`config.mk`:
```
export PLATFORM = sky130hd
export DESIGN_NAME = intc_regs
export DESIGN_NICKNAME = d
export VERILOG_FILES = /design/src/rtl/intc_pkg.sv /design/src/rtl/intc_bank.sv /design/src/rtl/intc_prio_table.sv /design/src/rtl/intc_regs.sv
export SDC_FILE = /design/constraint.sdc
export NUM_CORES = 1
export LEC_CHECK = 0
export ABC_AREA = 1
export BUFFER_PORTS_ARGS = -buffer_cell sky130_fd_sc_hd__buf_4
export CAP_MARGIN = 20
export CORE_MARGIN = 2
export CORE_UTILIZATION = 58
export DETAILED_ROUTE_END_ITERATION = 10
export GPL_TIMING_DRIVEN = 0
export PLACE_DENSITY = 0.81
export RECOVER_POWER = 100
export SYNTH_ARGS = -nofsm -noshare
export SYNTH_HDL_FRONTEND = slang
export SYNTH_SLANG_ARGS = --single-unit
```
`constraint.sdc`:
```
create_clock -name clk_i -period 7.1 [get_ports clk_i]
set_clock_uncertainty 0.05 [all_clocks]
set_input_delay 0.355 -clock clk_i [delete_from_list [all_inputs] [get_ports clk_i]]
set_output_delay 0.355 -clock clk_i [all_outputs]
set_load 0.03 [all_outputs]
```
`src/rtl/intc_pkg.sv`:
```
package intc_pkg;
  localparam int unsigned N_SRC  = 40;
  localparam int unsigned LO_W   = 32;
  localparam int unsigned HI_W   = N_SRC - LO_W;
  localparam int unsigned PIDX_W = $clog2(N_SRC);
  localparam int unsigned ID_W   = 6;
  localparam int unsigned AW     = 8;

  localparam logic [AW-1:0] A_IRQ_LO  = 8'h00;
  localparam logic [AW-1:0] A_MSK_LO  = 8'h04;
  localparam logic [AW-1:0] A_CLS_LO  = 8'h08;
  localparam logic [AW-1:0] A_FIQ_LO  = 8'h0C;
  localparam logic [AW-1:0] A_RAW_LO  = 8'h10;
  localparam logic [AW-1:0] A_CTRL    = 8'h14;
  localparam logic [AW-1:0] A_HP      = 8'h18;
  localparam logic [AW-1:0] A_PRI_LO0 = 8'h1C;
  localparam logic [AW-1:0] A_PRI_LO1 = 8'h98;
  localparam logic [AW-1:0] A_IRQ_HI  = 8'h9C;
  localparam logic [AW-1:0] A_MSK_HI  = 8'hA0;
  localparam logic [AW-1:0] A_CLS_HI  = 8'hA4;
  localparam logic [AW-1:0] A_FIQ_HI  = 8'hA8;
  localparam logic [AW-1:0] A_RAW_HI  = 8'hAC;
  localparam logic [AW-1:0] A_PRI_HI0 = 8'hB0;
  localparam logic [AW-1:0] A_PRI_HI1 = 8'hCC;
endpackage

```
`src/rtl/intc_bank.sv`:
```
module intc_bank #(
  parameter int unsigned W = 32
) (
  input  logic         clk_i,
  input  logic         rst_ni,
  input  logic [W-1:0] src_i,
  input  logic         msk_we_i,
  input  logic         cls_we_i,
  input  logic [W-1:0] wdata_i,
  output logic [W-1:0] pend_o,
  output logic [W-1:0] msk_o,
  output logic [W-1:0] cls_o
);
  always_ff @(posedge clk_i or negedge rst_ni) begin
    if (!rst_ni) begin
      pend_o <= '0;
      msk_o  <= '0;
      cls_o  <= '0;
    end else begin
      pend_o <= src_i;
      if (msk_we_i) msk_o <= wdata_i;
      if (cls_we_i) cls_o <= wdata_i;
    end
  end
endmodule

```
`src/rtl/intc_prio_table.sv`:
```
module intc_prio_table #(
  parameter int unsigned N    = 40,
  parameter int unsigned ID_W = 6,
  localparam int unsigned IW  = $clog2(N),
  localparam int unsigned EW  = ID_W + 1
) (
  input  logic          clk_i,
  input  logic          rst_ni,
  input  logic          we_i,
  input  logic [IW-1:0] widx_i,
  input  logic [31:0]   wdata_i,
  input  logic [IW-1:0] ridx_i,
  output logic [31:0]   rdata_o
);
  logic [EW-1:0] ent_q [N];

  for (genvar k = 0; k < N; k++) begin : g_ent
    always_ff @(posedge clk_i or negedge rst_ni) begin
      if (!rst_ni)                               ent_q[k] <= '0;
      else if (we_i && widx_i == IW'(k))         ent_q[k] <= {wdata_i[31], wdata_i[ID_W-1:0]};
    end
  end

  logic [EW-1:0] sel;
  always_comb begin
    sel = '0;
    for (int k = 0; k < N; k++)
      if (ridx_i == IW'(k)) sel = ent_q[k];
  end

  assign rdata_o = {sel[EW-1], {(31-ID_W){1'b0}}, sel[ID_W-1:0]};
endmodule

```
`src/rtl/intc_regs.sv`:
```
module intc_regs
  import intc_pkg::*;
(
  input  logic               clk_i,
  input  logic               rst_ni,
  input  logic [N_SRC-1:0]   src_i,
  input  logic               idle_i,
  input  logic [31:0]        hp_i,
  input  logic [AW-1:0]      addr_i,
  input  logic               wr_i,
  input  logic [31:0]        wdata_i,
  output logic [31:0]        rdata_o,
  output logic               irq_o,
  output logic               fiq_o,
  output logic               wake_o
);
  logic [N_SRC-1:0] pend_all, mask_all, cls_all;
  logic             only_en_q;

  // bank select: 0 = low, 1 = high
  logic [1:0] msk_we, cls_we;
  assign msk_we[0] = wr_i && addr_i == A_MSK_LO;
  assign msk_we[1] = wr_i && addr_i == A_MSK_HI;
  assign cls_we[0] = wr_i && addr_i == A_CLS_LO;
  assign cls_we[1] = wr_i && addr_i == A_CLS_HI;

  for (genvar b = 0; b < 2; b++) begin : g_bank
    localparam int unsigned BW = (b == 0) ? LO_W : HI_W;
    localparam int unsigned LB = (b == 0) ? 0 : LO_W;
    intc_bank #(.W(BW)) u_bank (
      .clk_i    (clk_i),
      .rst_ni   (rst_ni),
      .src_i    (src_i[LB +: BW]),
      .msk_we_i (msk_we[b]),
      .cls_we_i (cls_we[b]),
      .wdata_i  (wdata_i[BW-1:0]),
      .pend_o   (pend_all[LB +: BW]),
      .msk_o    (mask_all[LB +: BW]),
      .cls_o    (cls_all[LB +: BW])
    );
  end

  always_ff @(posedge clk_i or negedge rst_ni) begin
    if (!rst_ni)                     only_en_q <= 1'b1;
    else if (wr_i && addr_i == A_CTRL) only_en_q <= wdata_i[0];
  end

  // priority address decode
  logic [AW-1:0]     off_lo, off_hi;
  logic              in_pri_lo, in_pri_hi, aligned;
  logic [PIDX_W-1:0] pidx;
  assign off_lo    = addr_i - A_PRI_LO0;
  assign off_hi    = addr_i - A_PRI_HI0;
  assign aligned   = addr_i[1:0] == 2'b00;
  assign in_pri_lo = aligned && addr_i >= A_PRI_LO0 && addr_i <= A_PRI_LO1;
  assign in_pri_hi = aligned && addr_i >= A_PRI_HI0 && addr_i <= A_PRI_HI1;
  assign pidx      = in_pri_hi ? PIDX_W'(LO_W) + PIDX_W'(off_hi[AW-1:2])
                               : PIDX_W'(off_lo[AW-1:2]);

  logic [31:0] pri_rd;
  intc_prio_table #(.N(N_SRC), .ID_W(ID_W)) u_prio (
    .clk_i   (clk_i),
    .rst_ni  (rst_ni),
    .we_i    (wr_i && (in_pri_lo || in_pri_hi)),
    .widx_i  (pidx),
    .wdata_i (wdata_i),
    .ridx_i  (pidx),
    .rdata_o (pri_rd)
  );

  logic [N_SRC-1:0] act, irq_vec, fiq_vec;
  assign act     = pend_all & mask_all;
  assign irq_vec = act & ~cls_all;
  assign fiq_vec = act & cls_all;

  assign irq_o  = |irq_vec;
  assign fiq_o  = |fiq_vec;
  assign wake_o = idle_i && |(pend_all & (mask_all | {N_SRC{~only_en_q}}));

  always_comb begin
    rdata_o = '0;
    if (in_pri_lo || in_pri_hi) rdata_o = pri_rd;
    else begin
      unique case (addr_i)
        A_IRQ_LO: rdata_o = irq_vec[LO_W-1:0];
        A_FIQ_LO: rdata_o = fiq_vec[LO_W-1:0];
        A_MSK_LO: rdata_o = mask_all[LO_W-1:0];
        A_CLS_LO: rdata_o = cls_all[LO_W-1:0];
        A_RAW_LO: rdata_o = pend_all[LO_W-1:0];
        A_CTRL:   rdata_o = {31'b0, only_en_q};
        A_HP:     rdata_o = hp_i;
        A_IRQ_HI: rdata_o = 32'(irq_vec[N_SRC-1:LO_W]);
        A_FIQ_HI: rdata_o = 32'(fiq_vec[N_SRC-1:LO_W]);
        A_MSK_HI: rdata_o = 32'(mask_all[N_SRC-1:LO_W]);
        A_CLS_HI: rdata_o = 32'(cls_all[N_SRC-1:LO_W]);
        A_RAW_HI: rdata_o = 32'(pend_all[N_SRC-1:LO_W]);
        default:  rdata_o = '0;
      endcase
    end
  end
endmodule

```
Yosys cells after proc, flatten, opt, wreduce, memory -nomap -nowiden

Index checks and enable logic that the tools add are counted.

Equal/unequal tests: 50
Reduce and logical (&&, ||, !) cells: 58
Add/subtract/negate cells: 3
Bitwise logic cells: 7
Order comparisons: 4
Muxes and demuxes: 43

Operators by type and width:

| operator                                                                             | number |
|---|---|
| 32-bit one-hot mux with 12 select lines                                              | 1 |
| 7-bit two-way mux                                                                    | 40 |
| 40-bit bitwise AND                                                                   | 4 |
| 40-bit OR reduction                                                                  | 3 |
| 6-bit by 5-bit == test with 1-bit output (second input constant)                     | 16 |
| 1-bit logical AND                                                                    | 51 |
| 6-bit by 4-bit == test with 1-bit output (second input constant)                     | 8 |
| 6-bit == test (second input constant)                                                | 8 |
| 8-bit == test (second input constant)                                                | 5 |
| 40-bit inverter                                                                      | 1 |
| 40-bit bitwise OR                                                                    | 1 |
| 32-bit two-way mux                                                                   | 1 |
| 6-bit by 3-bit == test with 1-bit output (second input constant)                     | 4 |
| 8-bit by 5-bit == test with 1-bit output (second input constant)                     | 3 |
| 8-bit by 4-bit == test with 1-bit output (second input constant)                     | 2 |
| 8-bit <= comparator (second input constant)                                          | 2 |
| 6-bit by 2-bit == test with 1-bit output (second input constant)                     | 2 |
| 8-bit by 3-bit == test with 1-bit output (second input constant)                     | 1 |
| 8-bit by 5-bit greater-or-equal comparator with 1-bit output (second input constant) | 1 |
| 8-bit greater-or-equal comparator (second input constant)                            | 1 |
| 8-bit logical NOT                                                                    | 1 |
| 8-bit by 5-bit subtractor with 8-bit output (second input constant)                  | 1 |
| 8-bit subtractor (second input constant)                                             | 1 |
| 6-bit adder (first input constant)                                                   | 1 |
| 6 further kinds                                                                      | 6 |

Word-level logic and storage cells: 212
Flip-flop bits (word level): 401
Output and inout port bits: 35

Depth between registers and ports, before layout

Gate-level depths: netlist of the first run.

Depth in word-level cells: 46
Mapped depth: 35
Gate-level depth less buffers: 35

Cells and area by module

A second synthesis of the first run with hierarchy kept.

Cell total of the unflattened synthesis: 2918
Area total of the unflattened synthesis: 21008.9 um^2

By module, submodules not included:

| module                        | instances | cells each | area each (um^2) |
|---|---|---|---|
| intc_prio_table               | 1         | 1630       | 12886.1 |
| intc_regs                     | 1         | 908        | 3976.3 |
| intc_bank at g_bank[0].u_bank | 1         | 304        | 3335.7 |
| intc_bank at g_bank[1].u_bank | 1         | 76         | 810.8 |

Least setup slack after synthesis of the first run

OpenSTA, ideal clock, no wires.

Path type: input-to-output
From: input addr_i[4]
To: output rdata_o[2]
Cell stages on the path: 33
Required time: 6695 ps
Slack: 3550 ps
Arrival time: 3145 ps
Path buffers: 1
Cells stage by stage: inv_1 > ha_1 > nand2_1 > nand2_1 > nand3_4 > nand3_4 > nand2_1 > nand2_2 > nor2_8 > and2_4 > buf_6 > inv_4 > or2_0 > nand2_1 > nand4_1 > nand2_1 > nand4_1 > nand2_1 > nand4_1 > nand2_1 > nand2_1 > nand2_1 > nand4_1 > nand2_1 > nand3_1 > nand2_1 > nand4_1 > nand2_1 > nand4_1 > nor2_1 > nand3_1 > nand2_1 > nand2_1

Longest elaborated chain between the ends: 46
Elaborated cells between the ends (all ways): 107
Classes of those cells: 3 x add/sub; 4 x order compare; 50 x eq/ne; 43 x mux; 7 x reduce/logical

RTL lines:

| what                                                                      | line            | RTL |
|---|---|---|
| start, declared                                                           | intc_regs.sv:9  | `input logic [AW-1:0] addr_i,` |
| parallel branches: the longest is 45 deep, another holds 8-bit subtractor | -               |  |
| 32-bit two-way mux *                                                      | intc_regs.sv:82 | `if (in_pri_lo \|\| in_pri_hi) rdata_o = pri_rd;` |
| end, declared                                                             | intc_regs.sv:12 | `output logic [31:0] rdata_o,` |

Mark *: on every way between the ends.

Final worst setup path of the first run

From: input addr_i[5]
To: output rdata_o[3]

The elaborated chain is that of the path after synthesis.

==> qor.yml, run 1 <==
timing:
  finalCritPeriodShare_pct: 84.5
  maxSlewViolCount: 99
  tightestPinTransition_ns: 5.24
  relSlewSlack_pct: -249
  fin_crit_ns: 6.00
  setup_ws_ns: 1.10
  rsz0062_at_grt: "no"
  fmax_mhz: 167
  hold_viol: 0
  fin_tns_setup_ns: 0
  setup_viol: 0
logic_synthesis:
  netlist_top_cells_area: "dfrtp_1 (51%), nand2_1 (15%), o21ai_0 (10%)"
  yosysTopAreaCellShare_pct: 50.5
  ys_types: 57
  synth-seq-area-share_pct: 50.7
  syn-num-nets: 2644
  post-synth-top-area-cell: "dfrtp_1"
  synth_area_um2: 19800
  syn_area_per_cell_um2: 7.86
  yosysWarnings: 0
  netlist_instances: 2519
  synth_seq_cells: 401
drt:
  routed_wl_um: 65600
  drt-initial-drc-count: 2079
  vias: 19600
  routed_via_density: 6.06
  drc_errors: 0
  antenna_left: 0
  dr.pass1.iters: 6
  routedWlPerCell_um: 20.2
place:
  portBuffers: 148
  routabilityCongestion: 0.967
  preCtsSetupSlack_ns: 1.84
  dp_hpwl_um: 46400
setup_path:
  max_stage_delay_ns: 0.84
  reg2regPathDepth: 2
  path_max_fanout: 10
  start_kind: "input port"
  r2r_start: "only_en_q"
  startpoint: "addr_i[5]"
  path_class: "in -> out"
  path_common_cell: "nand2_1"
  crit_path_top_delay_cell: "nor3_1"
  arrival_ns: 5.60
  end_kind: "output port"
  critical_path_required_ns: 6.69
min_path:
  hold_path_depth: 3
  worstHoldPathType: "in -> reg"
  min_from: "wdata_i[29]"
power:
  swShare_pct: 26.2
  p_leak_nw: 10.7
  p_int_w: 0.00399
  ir_drop_mv: 0.196
  switchingPower_w: 0.00142
  comb_power_share_pct: 9.8
  powerDensity_nw_per_um2: 232
  sequentialPowerShare_pct: 46.5
  clockPowerShare_pct: 43.7
grt:
  grt_pass1_wl_um: 102000
  gr-total-overflow: 0
  grt_max_degree: 125
  grt_pass1_vias: 18900
  grt_usage_pct: 37.0
  antenna_found_initial: 1
clock_tree:
  cts_tree: "done"
  cts_resized: 0
  cts.sinks: 401
  clk_latency_ns: 0.58
  clk_pin_slew_ns: 0.06
  htree_levels: 2
  max-clock-path-buffers: 3
  clockRootBuffer: "clkbuf_16"
  postCtsSetupRepairBufs: 0
  numCtsBuffers: 43
  cts_hold_buf: 44
floorplanning:
  dieArea_um2: 35600
  io_pins: 151
  core_area_um2: 33600
  initial_core_util_pct: 58.9
  die_h_um: 189
  placementRows: 67
  die_x_um: 189
final_layout:
  layout-drive-gt1-share_pct: 9.16
  diodes: 0
  nets: 2886
  post-route-util_pct: 69.4
  synthToLayoutAreaGrowth_pct: 17.8
  nFillCells: 2730
job:
  maxCapViolCount: 2
outcome:
  status: "finished with violations"
  violations: "capacitance limit, slew limit"
[Yosys cell counts (all sizes together)]
cell type,count
a2111oi,6
a211oi,5
a21oi,50
a221oi,27
a311oi,2
a31oi,15
a32o,3
a32oi,1
a41oi,6
and2,1
and3,1
buf,13
clkbuf,104
clkinv,7
dfrtp,400
dfstp,1
ha,9
inv,208
nand2,799
nand3,136
nand4,64
nor2,135
nor3,19
nor4,14
nor4b,1
o2111ai,2
o211ai,3
o21a,15
o21ai,402
o221a,1
o221ai,2
o22ai,15
o31ai,3
o32ai,7
o41a,1
o41ai,2
or2,34
or4,1
xor2,4
[worst paths after layout]
kind                                         endpoint  slack (ns)
min                        g_bank[0].u_bank.msk_o[29]      0.0009
max reg2reg                                 only_en_q        6.14
max in group asynchronous            u_prio.ent_q[31]        1.85
max                                        rdata_o[3]        1.10
min in group asynchronous  g_bank[0].u_bank.msk_o[30]        2.18
min reg2reg                         u_prio.ent_q[186]        0.43
[layout make-up]
class | count | area, um^2 | area share, %
sequential | 401 | 10000 | 43.0
multi-input combinational | 1786 | 8460 | 36.3
timing repair buffer | 197 | 1530 | 6.54
clock buffer | 56 | 1170 | 5.04
inverter | 215 | 811 | 3.48
tap | 448 | 561 | 2.40
buffer | 117 | 467 | 2.00
clock inverter | 22 | 287 | 1.23
[power groups by stage]
stage	clock network, W	logic (W)	registers (W)
after floorplan	0	0.000276	0.00252
after global placement	0	0.000485	0.00255
after detailed placement	0	0.000508	0.00255
after CTS	0.00237	0.000531	0.00251
after global routing	0.00246	0.000586	0.00253
final	0.00237	0.000530	0.00252
[layer usage]
| layer | routed length (um) | part of all wire, % | global-route usage [%] | vias to the layer above |
|---|---|---|---|---|
| li1 | - | - | - | 8889 |
| met4 | 2220 | 3.4 | 15.1 | 2 |
| met5 | 13 | 0.020 | 0 | - |
| met3 | 6590 | 10 | 7.54 | 164 |
| met2 | 29800 | 46 | 57.3 | 1103 |
| met1 | 26900 | 41 | 51.4 | 9482 |
[cell families (layout without fill, tap and decap cells)]
logic type	Yosys count	after routing	share of synthesized area [%]
DFF	401	401	50.7
and+or+nand+nor	1205	1205	26.0
xor gates and xnor gates	4	4	0.177
AOI/OAI and AO/OA	568	568	16.1
adders and majority gates	9	9	0.569
buffers and inverters	332	607	6.45
[registers in the layout (all words and copies together) (netlist names)]
register / flops
g_bank.u_bank.cls_o: 40
u_prio.ent_q: 280
g_bank.u_bank.pend_o: 40
g_bank.u_bank.msk_o: 40
only_en_q: 1
[layout by cell type (no fill, tap or decap), types with 4 or more instances in the layout]
cell type and count:
a2111oi_0 6, a211oi_1 5, a21oi_1 48, a221oi_1 27, a31oi_1 15, a41oi_1 6
buf_2 4, buf_4 75, bufinv_16 6, clkbuf_1 148, clkbuf_16 43, clkbuf_4 42
clkbuf_8 5, clkinv_1 7, clkinv_2 12, dfrtp_1 400, dlygate4sd3_1 44, ha_1 9
inv_1 203, nand2_1 788, nand2_2 8, nand3_1 133, nand4_1 64, nor2_1 127
nor2_2 5, nor3_1 19, nor4_1 14, o21a_1 15, o21ai_0 400, o22ai_1 15
o32ai_1 7, or2_1 6, or2_2 27, xor2_1 4
[critical path: cells and delay by family]
family | cells | cell delay, ns
AND/OR/NAND/NOR | 27 | 3.98
adder cells (fa/ha/maj) | 1 | 0.24
AO/OA/AOI/OAI | 1 | 0.14
buffers and inverters | 4 | 0.85
[through the flow]
step / area [um^2] / power, W / std cells / hold WS [ns]
floorplan: 19800 / 0.00280 / 2519 / 0.00941
global placement: 21500 / 0.00303 / 3115 / 0.408
detailed placement: 21600 / 0.00306 / 3118 / 0.363
CTS: 23500 / 0.00541 / 3240 / 0.000925
global route: 23300 / 0.00557 / 3242 / 0.0214
finish: 23300 / 0.00542 / 3242 / 0.000918
Power figures use the tool's default switching activity.
==> run 2, diff against run 1 <==
--- a/config.mk
+++ b/config.mk
@@ -5,7 +5,7 @@
 export SDC_FILE = /design/constraint.sdc
 export NUM_CORES = 1
 export LEC_CHECK = 0
-export ABC_AREA = 1
+export ABC_AREA = 0
 export BUFFER_PORTS_ARGS = -buffer_cell sky130_fd_sc_hd__buf_4
 export CAP_MARGIN = 20
 export CORE_MARGIN = 2
==> constraint.sdc (replaced) <==
create_clock -name clk_i -period 6.3 [get_ports clk_i]
set_clock_uncertainty 0.05 [all_clocks]
set_input_delay 0.315 -clock clk_i [delete_from_list [all_inputs] [get_ports clk_i]]
set_output_delay 0.315 -clock clk_i [all_outputs]
set_load 0.03 [all_outputs]
==> run 2 against run 1 <==
Against the previous run:
- the run still ends with capacitance limit, slew limit left
- wire length rose by 18%
- total power rose by 14%
- hold slack improved by 0.0063 ns
- critical path type unchanged
==> qor.yml, run 2 <==
outcome:
  status: "finished with violations"
  violations: "capacitance limit, slew limit"
timing:
  tightestPinTransition_ns: 3.97  # -1.27 ns
  fin_tns_setup_ns: 0  # unchanged
  maxSlewViolCount: 67  # -32%
  fmax_mhz: 169
  finalCritPeriodShare_pct: 94.2
  rsz0062_at_grt: "no"
  setup_viol: 0  # unchanged
  fin_crit_ns: 5.93
  relSlewSlack_pct: -165  # +85 points
  hold_viol: 0  # unchanged
clock_tree:
  cts_hold_buf: 66  # +50%
  clk_latency_ns: 0.57  # about the same
  cts_tree: "done"
  cts_resized: 0  # unchanged
  clockRootBuffer: "clkbuf_16"
  clk_pin_slew_ns: 0.06  # about the same
  postCtsSetupRepairBufs: 0  # unchanged
  htree_levels: 2  # unchanged
  max-clock-path-buffers: 3  # unchanged
  cts.sinks: 401  # unchanged
  numCtsBuffers: 43  # unchanged
power:
  p_leak_nw: 11.1  # +3.3%
  powerDensity_nw_per_um2: 253  # +8.9%
  ir_drop_mv: 0.299  # +53%
setup_path:
  critical_path_required_ns: 5.93  # -0.76 ns
  start_kind: "input port"
  r2r_start: "only_en_q"
  reg2regPathDepth: 1  # -1
  end_kind: "output port"
  arrival_ns: 5.57  # -0.03 ns
  r2r_end: "only_en_q"
  r2r_slack_ns: 5.14  # -1.00 ns
  path_class: "in -> out"
  path_max_fanout: 9  # -1
logic_synthesis:
  post-synth-top-area-cell: "dfrtp_1"
  yosysWarnings: 0  # unchanged
  yosysMostFrequentCell: "dfrtp_1"
  netlist_instances: 1865  # -26%
  synth_top_cells_by_count: "dfrtp_1 (400), mux2_2 (363), nand2_1 (164)"
  async_reset_ff_share_pct: 100  # unchanged
  synth_area_um2: 20700  # +4.5%
  synth_edf_count: 0  # unchanged
  syn-num-nets: 1990  # -25%
  yosysTopAreaCellShare_pct: 48.4  # -2.2 points
  syn_area_per_cell_um2: 11.1  # +41%
  synth_seq_cells: 401  # unchanged
  synthFlopType: "dfrtp_1"
  netlist_top_cells_area: "dfrtp_1 (48%), mux2_2 (20%), nand2_1 (3.0%)"
  synth-seq-area-share_pct: 48.5  # -2.2 points
  ys_types: 83  # +46%
floorplanning:
  io_pins: 151  # unchanged
  initial_core_util_pct: 58.6  # -0.31 points
  die_x_um: 193  # +2.2%
  placementRows: 69  # +3.0%
  die_h_um: 193  # +2.2%
  dieArea_um2: 37200  # +4.4%
  core_area_um2: 35300  # +5.0%
final_layout:
  nets: 2252  # -22%
  layout_common_cells: "dfrtp_1 (400), mux2_2 (358), nand2_1 (165), nor2_1 (113), clkbuf_1 (106)"
  multi_input_area_um2: 10200  # +20%
  synthToLayoutAreaGrowth_pct: 17.8  # about the same
  layout-drive-gt1-share_pct: 28.1  # +19 points
  diodes: 0  # unchanged
  largest_reg_flops: 280  # unchanged
  final_common_cell: "dfrtp_1"
  nFillCells: 2644  # -3.2%
  final_area_um2: 24400  # +4.5%
  regMostFlops: "u_prio.ent_q"
  seq_area_um2: 10000  # unchanged
drt:
  vias: 18500  # -5.9%
  routedWlPerCell_um: 29.6  # +47%
  routed_wl_um: 77700  # +18%
  dr.pass1.iters: 8  # +2
  drc_errors: 0  # unchanged
  antenna_left: 0  # unchanged
  drt-initial-drc-count: 2395  # +15%
  routed_via_density: 7.05  # +16%
place:
  portBuffers: 148  # unchanged
  routabilityCongestion: 0.989  # +2.3%
  place_area_um2: 22500  # +4.2%
  dp_hpwl_um: 56000  # +21%
grt:
  use_met2_pct: 68.6  # +11 points
  grt_busiest_layer: "met2"
  grt_pass1_wl_um: 115000  # +12%
  grt_pass1_vias: 18300  # -2.8%
  antenna_found_initial: 0  # -1
  grt_usage_pct: 42.0  # +4.9 points
  grtUsageMet3_pct: 6.73  # -0.81 points
  grt_max_degree: 129  # +3.2%
  gr-total-overflow: 0  # unchanged
  grt_util_met1_pct: 51.3  # -0.15 points
min_path:
  min_from: "wdata_i[31]"
  min_to: "u_prio.ent_q[216]"
  hold_path_depth: 2  # -1
  worstHoldPathType: "in -> reg"
job:
  maxCapViolCount: 1  # -1
[run 2: cell families (layout without fill, tap and decap cells)]
logic type | count (synthesis) | count (layout) | synth area share, %
buffers and inverters | 101 | 396 | 2.05
muxes | 377 | 377 | 20.6
and+or+nand+nor | 529 | 529 | 12.9
AOI/OAI and AO/OA | 446 | 446 | 15.4
xor gates and xnor gates | 2 | 2 | 0.0847
DFF | 401 | 401 | 48.5
adders and majority gates | 9 | 9 | 0.544
[run 2: layer usage]
layer  routed length (um)  vias up
met5                    0        -
met4                 6160        0
met3                 7090      337
met2                35900     1288
met1                28500     9178
li1                     -     7685
[run 2: how the worst max path moves through the flow]
stage / startpoint / to
after CTS: addr_i[4] / rdata_o[2]
after global placement: rst_ni / u_prio.ent_q[102]
after global routing: addr_i[7] / rdata_o[4]
after floorplan: addr_i[4] / rdata_o[2]
final: addr_i[7] / rdata_o[31]
after detailed placement: addr_i[4] / rdata_o[4]
[run 2: area by class of cell]
cell class	count	share of cell area, %
timing repair buffer	217	7.14
clock buffer	56	4.94
buffer	89	1.50
clock inverter	22	0.965
multi-input combinational	1363	41.7
inverter	12	0.185
sequential	401	41.2
tap	461	2.37
[run 2: metrics by stage]
stage                     power [W]  util, %  setup WS (ns)  hold slack [ns]  cells
after global placement      0.00354     63.4           1.02            0.375   2474
after global routing        0.00633     69.0          0.427          0.00257   2621
after CTS                   0.00617     69.6           1.07          0.00369   2621
final                       0.00617     69.0          0.365          0.00719   2621
after floorplan             0.00321        -           2.46          -0.0306   1865
after detailed placement    0.00357     63.6           1.08            0.252   2477
[run 2: worst max-delay path, cell delays in order]
cell and delay (ns):
clkbuf_1 0.33, nor3b_1 0.85, o221ai_4 0.35, mux2i_2 0.82, nand2_1 0.53, nor3_1 0.94
a22oi_1 0.16, nand3_1 0.21, o211ai_1 0.14, a21oi_1 0.30, o21a_1 0.29, clkbuf_1 0.33
[run 2: where the power goes]
| part | switching (W) | leakage, nW | internal (W) |
|---|---|---|---|
| logic | 0.000449 | 4.95 | 0.000282 |
| clock network | 0.00110 | 0.692 | 0.00148 |
| registers | 0.000131 | 5.44 | 0.00272 |
| total | 0.00168 | 11.1 | 0.00448 |
